--- src/rtl/wdog_pkg.sv ---
`timescale 1ns/1ps
package wdog_pkg;
  typedef enum logic [2:0] {
    WS_IDLE   = 3'd0,
    WS_LONG   = 3'd1,
    WS_CLOSED = 3'd2,
    WS_OPEN   = 3'd3,
    WS_RSTP   = 3'd4,
    WS_LOCK   = 3'd5
  } wd_state_t;
endpackage

--- src/rtl/wdog_tick.sv ---
`timescale 1ns/1ps
// Timebase prescaler: one tick every TICK_DIV cycles, restartable.
module wdog_tick #(
  parameter int TICK_DIV = 1000
) (
  input  logic clk,
  input  logic rst,
  input  logic restart,
  output logic tick
);
  generate
    if (TICK_DIV <= 1) begin : g_direct
      assign tick = 1'b1;
    end else begin : g_div
      localparam int CW = $clog2(TICK_DIV);
      localparam logic [CW-1:0] LAST = CW'(TICK_DIV - 1);
      logic [CW-1:0] pre_q;
      always_ff @(posedge clk) begin
        if (rst || restart)   pre_q <= '0;
        else if (pre_q == LAST) pre_q <= '0;
        else                  pre_q <= pre_q + 1'b1;
      end
      assign tick = (pre_q == LAST);
    end
  endgenerate
endmodule

--- src/rtl/wdog_trig_edge.sv ---
`timescale 1ns/1ps
// Synchronises the host trigger and produces a one-cycle rising-edge pulse.
module wdog_trig_edge #(
  parameter int SYNC_STAGES = 2
) (
  input  logic clk,
  input  logic rst,
  input  logic trig,
  output logic edge_o
);
  logic [SYNC_STAGES-1:0] sync_q;
  logic                   last_q;

  generate
    if (SYNC_STAGES == 1) begin : g_one
      always_ff @(posedge clk) begin
        if (rst) sync_q <= '0;
        else     sync_q <= trig;
      end
    end else begin : g_chain
      always_ff @(posedge clk) begin
        if (rst) sync_q <= '0;
        else     sync_q <= {sync_q[SYNC_STAGES-2:0], trig};
      end
    end
  endgenerate

  always_ff @(posedge clk) begin
    if (rst) begin
      last_q <= 1'b0;
      edge_o <= 1'b0;
    end else begin
      last_q <= sync_q[SYNC_STAGES-1];
      edge_o <= sync_q[SYNC_STAGES-1] & ~last_q;
    end
  end
endmodule

--- src/rtl/wdog_seq.sv ---
`timescale 1ns/1ps
// Window sequencer: long / closed / open windows, reset pulse and lock.
module wdog_seq
  import wdog_pkg::*;
#(
  parameter int WIN_W      = 8,
  parameter int RST_CYC    = 16,
  parameter int MAX_PULSES = 7
) (
  input  logic             clk,
  input  logic             rst,
  input  logic             wd_en,
  input  logic             trig_edge,
  input  logic             tick,
  input  logic [WIN_W-1:0] long_len,
  input  logic [WIN_W-1:0] w1_len,
  input  logic [WIN_W-1:0] w2_len,
  input  logic             rst_req,
  output logic             fail_ev,
  output logic             good_ev,
  output logic             win_restart,
  output logic             rst_n_o
);
  localparam int RC_W = $clog2(RST_CYC + 1);
  localparam int PC_W = $clog2(MAX_PULSES + 1);
  localparam logic [RC_W-1:0] RC_LAST = RC_W'(RST_CYC - 1);
  localparam logic [PC_W-1:0] PC_MAX  = PC_W'(MAX_PULSES);

  wd_state_t        state, nxt;
  logic [WIN_W-1:0] tick_cnt, cur_len;
  logic [RC_W-1:0]  rc;
  logic [PC_W-1:0]  pulses;
  logic             expire;

  // Event decode
  always_comb begin
    case (state)
      WS_LONG:   cur_len = long_len;
      WS_CLOSED: cur_len = w1_len;
      WS_OPEN:   cur_len = w2_len;
      default:   cur_len = '1;
    endcase
    expire  = tick && (tick_cnt == cur_len);
    fail_ev = wd_en && ((state == WS_LONG   && !trig_edge && expire) ||
                        (state == WS_CLOSED &&  trig_edge)           ||
                        (state == WS_OPEN   && !trig_edge && expire));
    good_ev = wd_en && (state == WS_OPEN) && trig_edge;
  end

  // Next-state decode
  always_comb begin
    nxt         = state;
    win_restart = 1'b0;
    if (!wd_en) begin
      nxt         = WS_IDLE;
      win_restart = 1'b1;
    end else if (fail_ev && rst_req) begin
      nxt = (pulses == PC_MAX) ? WS_LOCK : WS_RSTP;
    end else begin
      case (state)
        WS_IDLE: begin
          nxt         = WS_LONG;
          win_restart = 1'b1;
        end
        WS_LONG: begin
          if (trig_edge) begin
            nxt         = WS_CLOSED;
            win_restart = 1'b1;
          end else if (expire) begin
            win_restart = 1'b1;
          end
        end
        WS_CLOSED: begin
          if (trig_edge) begin
            win_restart = 1'b1;
          end else if (expire) begin
            nxt         = WS_OPEN;
            win_restart = 1'b1;
          end
        end
        WS_OPEN: begin
          if (trig_edge || expire) begin
            nxt         = WS_CLOSED;
            win_restart = 1'b1;
          end
        end
        WS_RSTP: begin
          if (rc == RC_LAST) begin
            nxt         = WS_LONG;
            win_restart = 1'b1;
          end
        end
        default: nxt = state;
      endcase
    end
  end

  always_ff @(posedge clk) begin
    if (rst) begin
      state    <= WS_IDLE;
      tick_cnt <= '0;
      rc       <= '0;
      pulses   <= '0;
      rst_n_o  <= 1'b1;
    end else begin
      state <= nxt;
      if (win_restart) tick_cnt <= '0;
      else if (tick)   tick_cnt <= tick_cnt + 1'b1;
      if (state == WS_RSTP && nxt == WS_RSTP) rc <= rc + 1'b1;
      else                                    rc <= '0;
      if (!wd_en) pulses <= '0;
      else if (nxt == WS_RSTP && state != WS_RSTP && pulses != PC_MAX)
        pulses <= pulses + 1'b1;
      rst_n_o <= !(nxt == WS_RSTP || nxt == WS_LOCK);
    end
  end

  // the latched reset holds while the watchdog stays enabled
  assert_lock_hold_R12: assert property (@(posedge clk) disable iff (rst)
    (state == WS_LOCK && wd_en) |=> (state == WS_LOCK));

  // a reset pulse ends only after its full length (or on disable)
  assert_pulse_len_R9: assert property (@(posedge clk) disable iff (rst)
    $rose(rst_n_o) |-> ($past(rc) == RC_LAST || !$past(wd_en)));

  // after a disabled cycle the reset output is released
  assert_idle_quiet_R2: assert property (@(posedge clk) disable iff (rst)
    $past(!wd_en) |-> rst_n_o);
endmodule

--- src/rtl/wdog_esc.sv ---
`timescale 1ns/1ps
// Failure counter and two-stage escalation.
module wdog_esc #(
  parameter int CNT_W = 4
) (
  input  logic             clk,
  input  logic             rst,
  input  logic             wd_en,
  input  logic             fail_ev,
  input  logic             good_ev,
  input  logic             rst_en,
  input  logic [CNT_W-1:0] fail_thr,
  input  logic [CNT_W-1:0] rst_thr,
  input  logic             err_clr,
  output logic             rst_req,
  output logic             drv_en,
  output logic             err_flag,
  output logic             irq_n
);
  localparam logic [CNT_W-1:0] CNT_MAX = '1;

  logic [CNT_W-1:0] cnt, cnt_up;
  logic [CNT_W:0]   combo_thr;
  logic             stage1, err_nx;

  always_comb begin
    cnt_up    = (cnt == CNT_MAX) ? cnt : cnt + 1'b1;
    combo_thr = {1'b0, fail_thr} + {1'b0, rst_thr};
    stage1    = fail_ev && (cnt_up > fail_thr);
    rst_req   = fail_ev && rst_en && ({1'b0, cnt_up} > combo_thr);
    if (stage1 || rst_req) err_nx = 1'b1;
    else if (err_clr)      err_nx = 1'b0;
    else                   err_nx = err_flag;
  end

  always_ff @(posedge clk) begin
    if (rst) begin
      cnt      <= '0;
      drv_en   <= 1'b1;
      err_flag <= 1'b0;
      irq_n    <= 1'b1;
    end else begin
      if (!wd_en)                     cnt <= '0;
      else if (fail_ev)               cnt <= cnt_up;
      else if (good_ev && cnt != '0)  cnt <= cnt - 1'b1;
      if (!wd_en)      drv_en <= 1'b1;
      else if (stage1) drv_en <= 1'b0;
      err_flag <= err_nx;
      irq_n    <= ~err_nx;
    end
  end

  // a good trigger at zero count leaves the counter at zero
  assert_cnt_floor_R6: assert property (@(posedge clk) disable iff (rst)
    (good_ev && cnt == '0) |=> (cnt == '0));

  // safe state holds while enabled
  assert_drv_hold_R7: assert property (@(posedge clk) disable iff (rst)
    (!drv_en && wd_en) |=> !drv_en);

  // the flag falls only after a clear request
  assert_err_sticky_R11: assert property (@(posedge clk) disable iff (rst)
    $fell(err_flag) |-> $past(err_clr));
endmodule

--- src/rtl/wdog_escalate.sv ---
`timescale 1ns/1ps
// Top: windowed watchdog with two-stage escalation.
module wdog_escalate #(
  parameter int TICK_DIV    = 1000,
  parameter int WIN_W       = 8,
  parameter int CNT_W       = 4,
  parameter int RST_CYC     = 16,
  parameter int MAX_PULSES  = 7,
  parameter int SYNC_STAGES = 2
) (
  input  logic             clk,
  input  logic             rst,
  input  logic             wd_en,
  input  logic             trig,
  input  logic             rst_en,
  input  logic [CNT_W-1:0] fail_thr,
  input  logic [CNT_W-1:0] rst_thr,
  input  logic [WIN_W-1:0] long_len,
  input  logic [WIN_W-1:0] win1_len,
  input  logic [WIN_W-1:0] win2_len,
  input  logic             err_clr,
  output logic             drv_en,
  output logic             err_flag,
  output logic             irq_n,
  output logic             rst_n
);
  logic trig_edge, tick, win_restart, fail_ev, good_ev, rst_req;

  wdog_trig_edge #(.SYNC_STAGES(SYNC_STAGES)) u_edge (
    .clk(clk), .rst(rst), .trig(trig), .edge_o(trig_edge));

  wdog_tick #(.TICK_DIV(TICK_DIV)) u_tick (
    .clk(clk), .rst(rst), .restart(win_restart), .tick(tick));

  wdog_seq #(.WIN_W(WIN_W), .RST_CYC(RST_CYC), .MAX_PULSES(MAX_PULSES)) u_seq (
    .clk(clk), .rst(rst), .wd_en(wd_en), .trig_edge(trig_edge), .tick(tick),
    .long_len(long_len), .w1_len(win1_len), .w2_len(win2_len),
    .rst_req(rst_req), .fail_ev(fail_ev), .good_ev(good_ev),
    .win_restart(win_restart), .rst_n_o(rst_n));

  wdog_esc #(.CNT_W(CNT_W)) u_esc (
    .clk(clk), .rst(rst), .wd_en(wd_en), .fail_ev(fail_ev), .good_ev(good_ev),
    .rst_en(rst_en), .fail_thr(fail_thr), .rst_thr(rst_thr), .err_clr(err_clr),
    .rst_req(rst_req), .drv_en(drv_en), .err_flag(err_flag), .irq_n(irq_n));

  // a reset pulse starts only when reset was permitted
  assert_rst_gate_R10: assert property (@(posedge clk) disable iff (rst)
    $fell(rst_n) |-> $past(rst_en));

  // interrupt mirrors the flag
  assert_irq_mirror_R11: assert property (@(posedge clk) disable iff (rst)
    (irq_n == !err_flag));
endmodule

--- config.mk ---
export PLATFORM = sky130hd
export DESIGN_NAME = wdog_escalate
export DESIGN_NICKNAME = d
export VERILOG_FILES = /design/src/rtl/wdog_pkg.sv /design/src/rtl/wdog_tick.sv /design/src/rtl/wdog_trig_edge.sv /design/src/rtl/wdog_seq.sv /design/src/rtl/wdog_esc.sv /design/src/rtl/wdog_escalate.sv
export SDC_FILE = /design/constraint.sdc
export NUM_CORES = 1
export LEC_CHECK = 0
export CORE_UTILIZATION = 50
export DETAILED_ROUTE_END_ITERATION = 8
export PLACE_DENSITY = 0.76
export SLEW_MARGIN = 10
export SYNTH_ARGS = -nofsm -noshare
export SYNTH_HDL_FRONTEND = slang
export SYNTH_SLANG_ARGS = --single-unit
--- constraint.sdc ---
create_clock -name clk -period 4.1 [get_ports clk]
set_input_delay 0.615 -clock clk [delete_from_list [all_inputs] [get_ports clk]]
set_output_delay 0.615 -clock clk [all_outputs]
set_load 0.05 [all_outputs]
After elaboration in Yosys (flattened, before gate mapping)
Index checks and enable logic that the tools add are counted.
Storage, ports and cells
  register bits: 41
  bits of input ports: 38
  output and inout port bits: 4
Cells by class
  add/sub/neg operators: 7
  $lt $le $gt $ge: 2
  eq/ne operators: 13
  multiplexer cells: 22
  bitwise operators: 5
  reductions and logical operators: 33
Operator list (number)
  $pmux W8 S3: 1
  $mux W3: 7
  $logic_and A1 B1 Y1: 17
  $pmux W3 S5: 1
  $eq A3 B3 Y1 const B: 4
  $mux W4: 3
  $add A10 B1 Y10 const B: 1
  $eq A10 B10 Y1 const B: 1
  $reduce_or A2 Y1: 5
  $mux W1: 9
  $add A8 B1 Y8 const B: 1
  $eq A8 B8 Y1: 1
  $eq A3 B2 Y1 const B: 2
  $logic_or A1 B1 Y1: 6
  $ne A3 B3 Y1 const B: 2
  $add A4 B4 Y5: 1
  $add A5 B1 Y5 const B: 1
  $eq A5 B4 Y1 const B: 1
  $gt A4 B5 Y1: 1
  $add A4 B1 Y4 const B: 1
  $eq A4 B4 Y1 const B: 1
  $gt A4 B4 Y1: 1
  $not A1 Y1: 4
  $pmux W1 S4: 1
  8 further kinds: 9

Logic depth before layout (Yosys ltp)
  depth in word-level cells: 17
  depth in mapped cells: 14
  mapped depth without buffers: 13

Modules after synthesis
A second synthesis with hierarchy kept.
Second synthesis, totals
  cells, all modules: 323
  area, all modules: 2841.5 um^2
Modules (own cells, without submodules)
  wdog_seq: instances 1, cells an instance 178, area an instance 1524.0 um^2
  wdog_esc: instances 1, cells an instance 85, area an instance 747.0 um^2
  wdog_tick: instances 1, cells an instance 52, area an instance 459.2 um^2
  wdog_trig_edge: instances 1, cells an instance 8, area an instance 111.4 um^2

Worst setup path before layout
OpenSTA, ideal clock, no wires.
  path kind: input-to-reg
  start point: in fail_thr[0]
  end point: reg u_seq.tick_cnt[1]
  setup time: 64 ps
  data arrival time: 3209 ps
  data required time: 4036 ps
  path slack: 826 ps
  stages: 12
  cells stage by stage: ha_1 > fa_1 > inv_1 > ha_1 > nor2b_1 > o211ai_1 > a221oi_1 > inv_1 > o41ai_4 > o31ai_2 > buf_2 > nor2_1
Between the ends
  longest elaborated chain between the ends: 7
RTL lines
  from (decl): line wdog_escalate.sv:16  | input logic [CNT_W-1:0] fail_thr,
  $add A4 B4 Y5: line wdog_esc.sv:28  | combo_thr = {1'b0, fail_thr} + {1'b0, rst_thr};
  $gt A4 B5 Y1: line wdog_esc.sv:30  | rst_req = fail_ev && rst_en && ({1'b0, cnt_up} > combo_thr);
  $logic_and A1 B1 Y1: line wdog_esc.sv:30
  $logic_and A1 B1 Y1: line wdog_seq.sv:57  | end else if (fail_ev && rst_req) begin
  $mux W1: line wdog_seq.sv:57
  $mux W1: line wdog_seq.sv:54  | if (!wd_en) begin
  $reduce_or A2 Y1 (no source line)
  to (signal assigned): line wdog_seq.sv:108  | else if (tick) tick_cnt <= tick_cnt + 1'b1;
  to (decl): line wdog_seq.sv:30  | logic [WIN_W-1:0] tick_cnt, cur_len;
Every way passes these cells.
A chain may end at the register's enable or synchronous reset.

Worst setup path in the final report
  start point: in fail_thr[1]
  end point: reg u_tick.g_div.pre_q[1]
Between the ends
  longest elaborated chain between the ends: 8
RTL lines
  $add A4 B4 Y5: line wdog_esc.sv:28
  $gt A4 B5 Y1: line wdog_esc.sv:30
  $logic_and A1 B1 Y1: line wdog_esc.sv:30
  $logic_and A1 B1 Y1: line wdog_seq.sv:57
  $mux W1: line wdog_seq.sv:57
  $mux W1: line wdog_seq.sv:54
  $logic_or A1 B1 Y1: line wdog_tick.sv:19  | if (rst || restart) pre_q <= '0;
  $reduce_or A2 Y1 (no source line)
  to (signal assigned): line wdog_tick.sv:21  | else pre_q <= pre_q + 1'b1;
  to (decl): line wdog_tick.sv:17  | logic [CW-1:0] pre_q;
Every way passes these cells.

==> results.md <==
## Clock tree
- 0 — setup fix buffers added after clock tree synthesis
- 2 — level count of the clock H-tree
- 41 — Clock Sinks
- 0 — hold bufs inserted after CTS
- built — clock tree from TritonCTS
- 300 ps — latest clock arrival within the worst-skew pair
- 5 — number of buffers added by the clock tree synthesis step
- clkbuf_8 — master cell of the clock root buffer
- 0 — post-cts resize count
- 90 ps — Clock Pin Slew Worst Setup and Hold Paths
- 2 — Max Buffers Root-to-Sink

## Detailed routing
- 13.5 µm — mean routed wirelength per cell
- 169 — number of DRC markers after the initial detailed-route iteration
- 7 — first-pass iteration count of the detailed router
- 5.62 — vias per inst
- 2314 — detailed-route via count
- 0 — number of routed nets with antenna violations
- 0 — number of design rule violations left after detail routing
- 5580 µm — Routed Wire Length

## Critical path
- primary input to register — Crit Path Class
- 4330 ps — required arrival time at the worst endpoint
- primary input — CP Launch Type
- 3930 ps — CP arrival
- 18 — CP max FO
- register — type of element capturing the critical path
- u_esc.cnt[0]$_SDFFE_PP0P_ — reg-to-reg startpoint
- fail_thr[1] — first element of the critical path

## Pwr
- 582 µW — cell internal pwr
- 12.7% — proportion of power drawn by combinational gates
- 35.2% — share of total power in the clock network
- 244 nW/µm² — power density over cell area
- 179 µV — VDD IR max
- 0.00127 µW — Pleak
- 191 µW — Sw Pwr
- 24.7% — sw frac
- 52.1% — relative contribution of sequential cells to total power

## Timing
- 0 — Hold Fails Final Rpt
- 554 ps — Slew @ Worst Pin
- 90.3% — Tcrit/Tclk final
- 397 ps — Final Worst Setup Slack
- 12.1 ps — worst clock skew
- 3700 ps — time the final worst path needs with I/O delays and setup
- 0 — final setup vio count
- no — setup repair after global routing missed its margin
- 0 — number of max-slew violations in the final report
- 270 MHz — highest attainable clock frequency
- 0 ps — total negative setup slack
- 63.0% — slew margin rel.

## Synth
- 31.7% — post-synth top area share
- 41 — register bit total from synthesis
- 8.57 µm² — syn avg cell area
- 361 — synthesized net count
- 18.4% — Synth Area in Compound Gates
- 0 — synthesis warning total
- 31.7% — share of the yosys chip area belonging to registers
- dfxtp_1 — cell taking the most area after synthesis
- dfxtp_1 — Main synth FF type
- 57 — number of distinct standard cells referenced by the synthesized netlist
- 22.8% — simple-gate share of the synthesized area
- 0 — Post-synth EDFFs
- 0% — asr flop ratio synth
- 10.4% — adder-cell area share of the yosys netlist
- 302 — gate count after technology mapping
- dfxtp_1, ha_1, xor2_1 — Area contributors post-synth
- 2590 µm² — total standard cell area after synthesis
- 8.12% — xor-xnor portion of the synthesized cell area
- simple AND/OR/NAND/NOR gates — main combinational cell family by area after synthesis
- 4.30% — multiplexer area fraction after synthesis

## Floorplan
- 74.0 µm — width of the chip
- 42 — Top Ports
- 25 — standard-cell row count
- 53.4% — initial standard-cell utilization of the core
- 5470 µm² — floorplan die area
- 4850 µm² — total core area
- 74.0 µm — vertical die dimension

## Placed design
- 4350 µm — HPWL after detailed placement
- 41 — buffers added on ports
- 101 ps — Worst Setup Slack post-DPL
- 0.860 — routability cong.

## Global route
- 21.3% — overall global routing resource usage
- 0 — initial antenna violation count
- 19 — largest net degree at the start of global routing
- 0 — remaining global-route overflow
- 2038 — number of global-route vias before repair
- 9030 µm — global-route wire length before repair

## Finish
- 424 — FILL cells
- 4.93% — layout cells sized above 1
- 403 — nets
- clkdlybuf4s50_1, dfxtp_1, nor2_1 — most used cells in the layout excluding fill and tap cells
- 0 — number of inserted diodes
- 22.1% — synth-to-layout area growth

## Outcome
- completed — result of the run

## Job
- 0 — Maximum Capacitance Violations

## Worst hold path
- register to register — Worst Hold Class
- u_edge.last_q$_SDFF_PP0_ — launch instance of the worst min-delay path

[registers in the layout, indices dropped and copies added, names as in the netlist]
signal,count
u_edge.edge_o,1
u_edge.last_q,1
u_edge.sync_q,2
u_esc.cnt,4
u_esc.drv_en,1
u_esc.err_flag,1
u_esc.irq_n,1
u_seq.pulses,3
u_seq.rc,5
u_seq.rst_n_o,1
u_seq.state,3
u_seq.tick_cnt,8
u_tick.g_div.pre_q,10
[cell type report]
class                           instances  area [µm²]  share of cell area [%]
Timing Repair Buffer                   45         440                    13.9
Sequential cell                        41         821                    26.0
Inverter                               17        63.8                    2.02
Multi-Input combinational cell        234        1660                    52.5
Tap cell                               67        83.8                    2.65
Clock inverter                          3        25.0                   0.792
Clock buffer                            5        68.8                    2.18
[routing by layer]
metal / vias to the layer above / wire, µm / part of all wire (%) / GRT usage, %
li1: 1176 / - / - / -
met2: 59 / 2660 / 48 / 37.5
met3: 8 / 305 / 5.5 / 3.93
met4: 0 / 87 / 1.6 / 7.69
met1: 1071 / 2530 / 45 / 26.0
met5: - / 0 / 0 / 0
[cells in the mapped netlist (all sizes together), types with 4 or more instances]
cell type  instances
dfxtp             41
and3              11
o21ai             12
xnor2              8
xor2              16
nand2b             5
a21o               4
nand3             13
a2bb2oi            6
a21oi             14
nor3              11
nand4              7
buf                5
clkbuf             5
nor2b              7
inv               17
ha                20
nor2              31
or3                4
mux2i             10
nand2             12
[per-stage QoR]
step	cell area, µm²	hold WS, ps	total power [µW]	instances	utilization (%)
6_report	3160	388	772	412	65.2
5_1_grt	3160	410	811	412	65.2
4_1_cts	3160	391	781	412	65.2
3_5_place_dp	3070	379	509	404	63.3
3_3_place_gp	3070	372	507	404	63.3
2_1_floorplan	2590	367	461	302	-
[worst paths after layout]
path	endpoint	slack, ps	depth (start not counted)
setup / recovery	u_tick.g_div.pre_q[1]$_SDFF_PP0_	400	14
hold / removal	u_edge.edge_o$_SDFF_PP0_	390	1
setup reg to reg	u_tick.g_div.pre_q[1]$_SDFF_PP0_	750	13
hold reg to reg	u_edge.edge_o$_SDFF_PP0_	390	1
[power groups by stage]
stage | Clock, µW | Sequential (µW) | Combinational (µW)
floorplan | 0 | 410 | 50.9
global placement | 0 | 412 | 94.9
detailed placement | 0 | 412 | 97.7
CTS | 280 | 402 | 98.6
global route | 301 | 403 | 107
finish | 272 | 402 | 97.9
[kinds of logic after synthesis]
| kind of cell | count (synthesis) |
|---|---|
| compound gates | 65 |
| xor+xnor | 24 |
| fa+ha+maj | 21 |
| buf+inv | 27 |
| flops | 41 |
| mux | 11 |
| simple gates | 113 |
[worst max-delay path: stages]
cell and delay, ps:
clkdlybuf4s50_1 490, ha_1 330, a21o_1 180, a21oi_1 170
xor2_1 180, ha_1 280, nand4_1 110, nand3b_1 80
a221oi_1 270, inv_1 160, o41ai_4 550, o31ai_2 130
buf_4 220, nor3b_1 180
No activity file was read; power rests on OpenSTA's default activity.
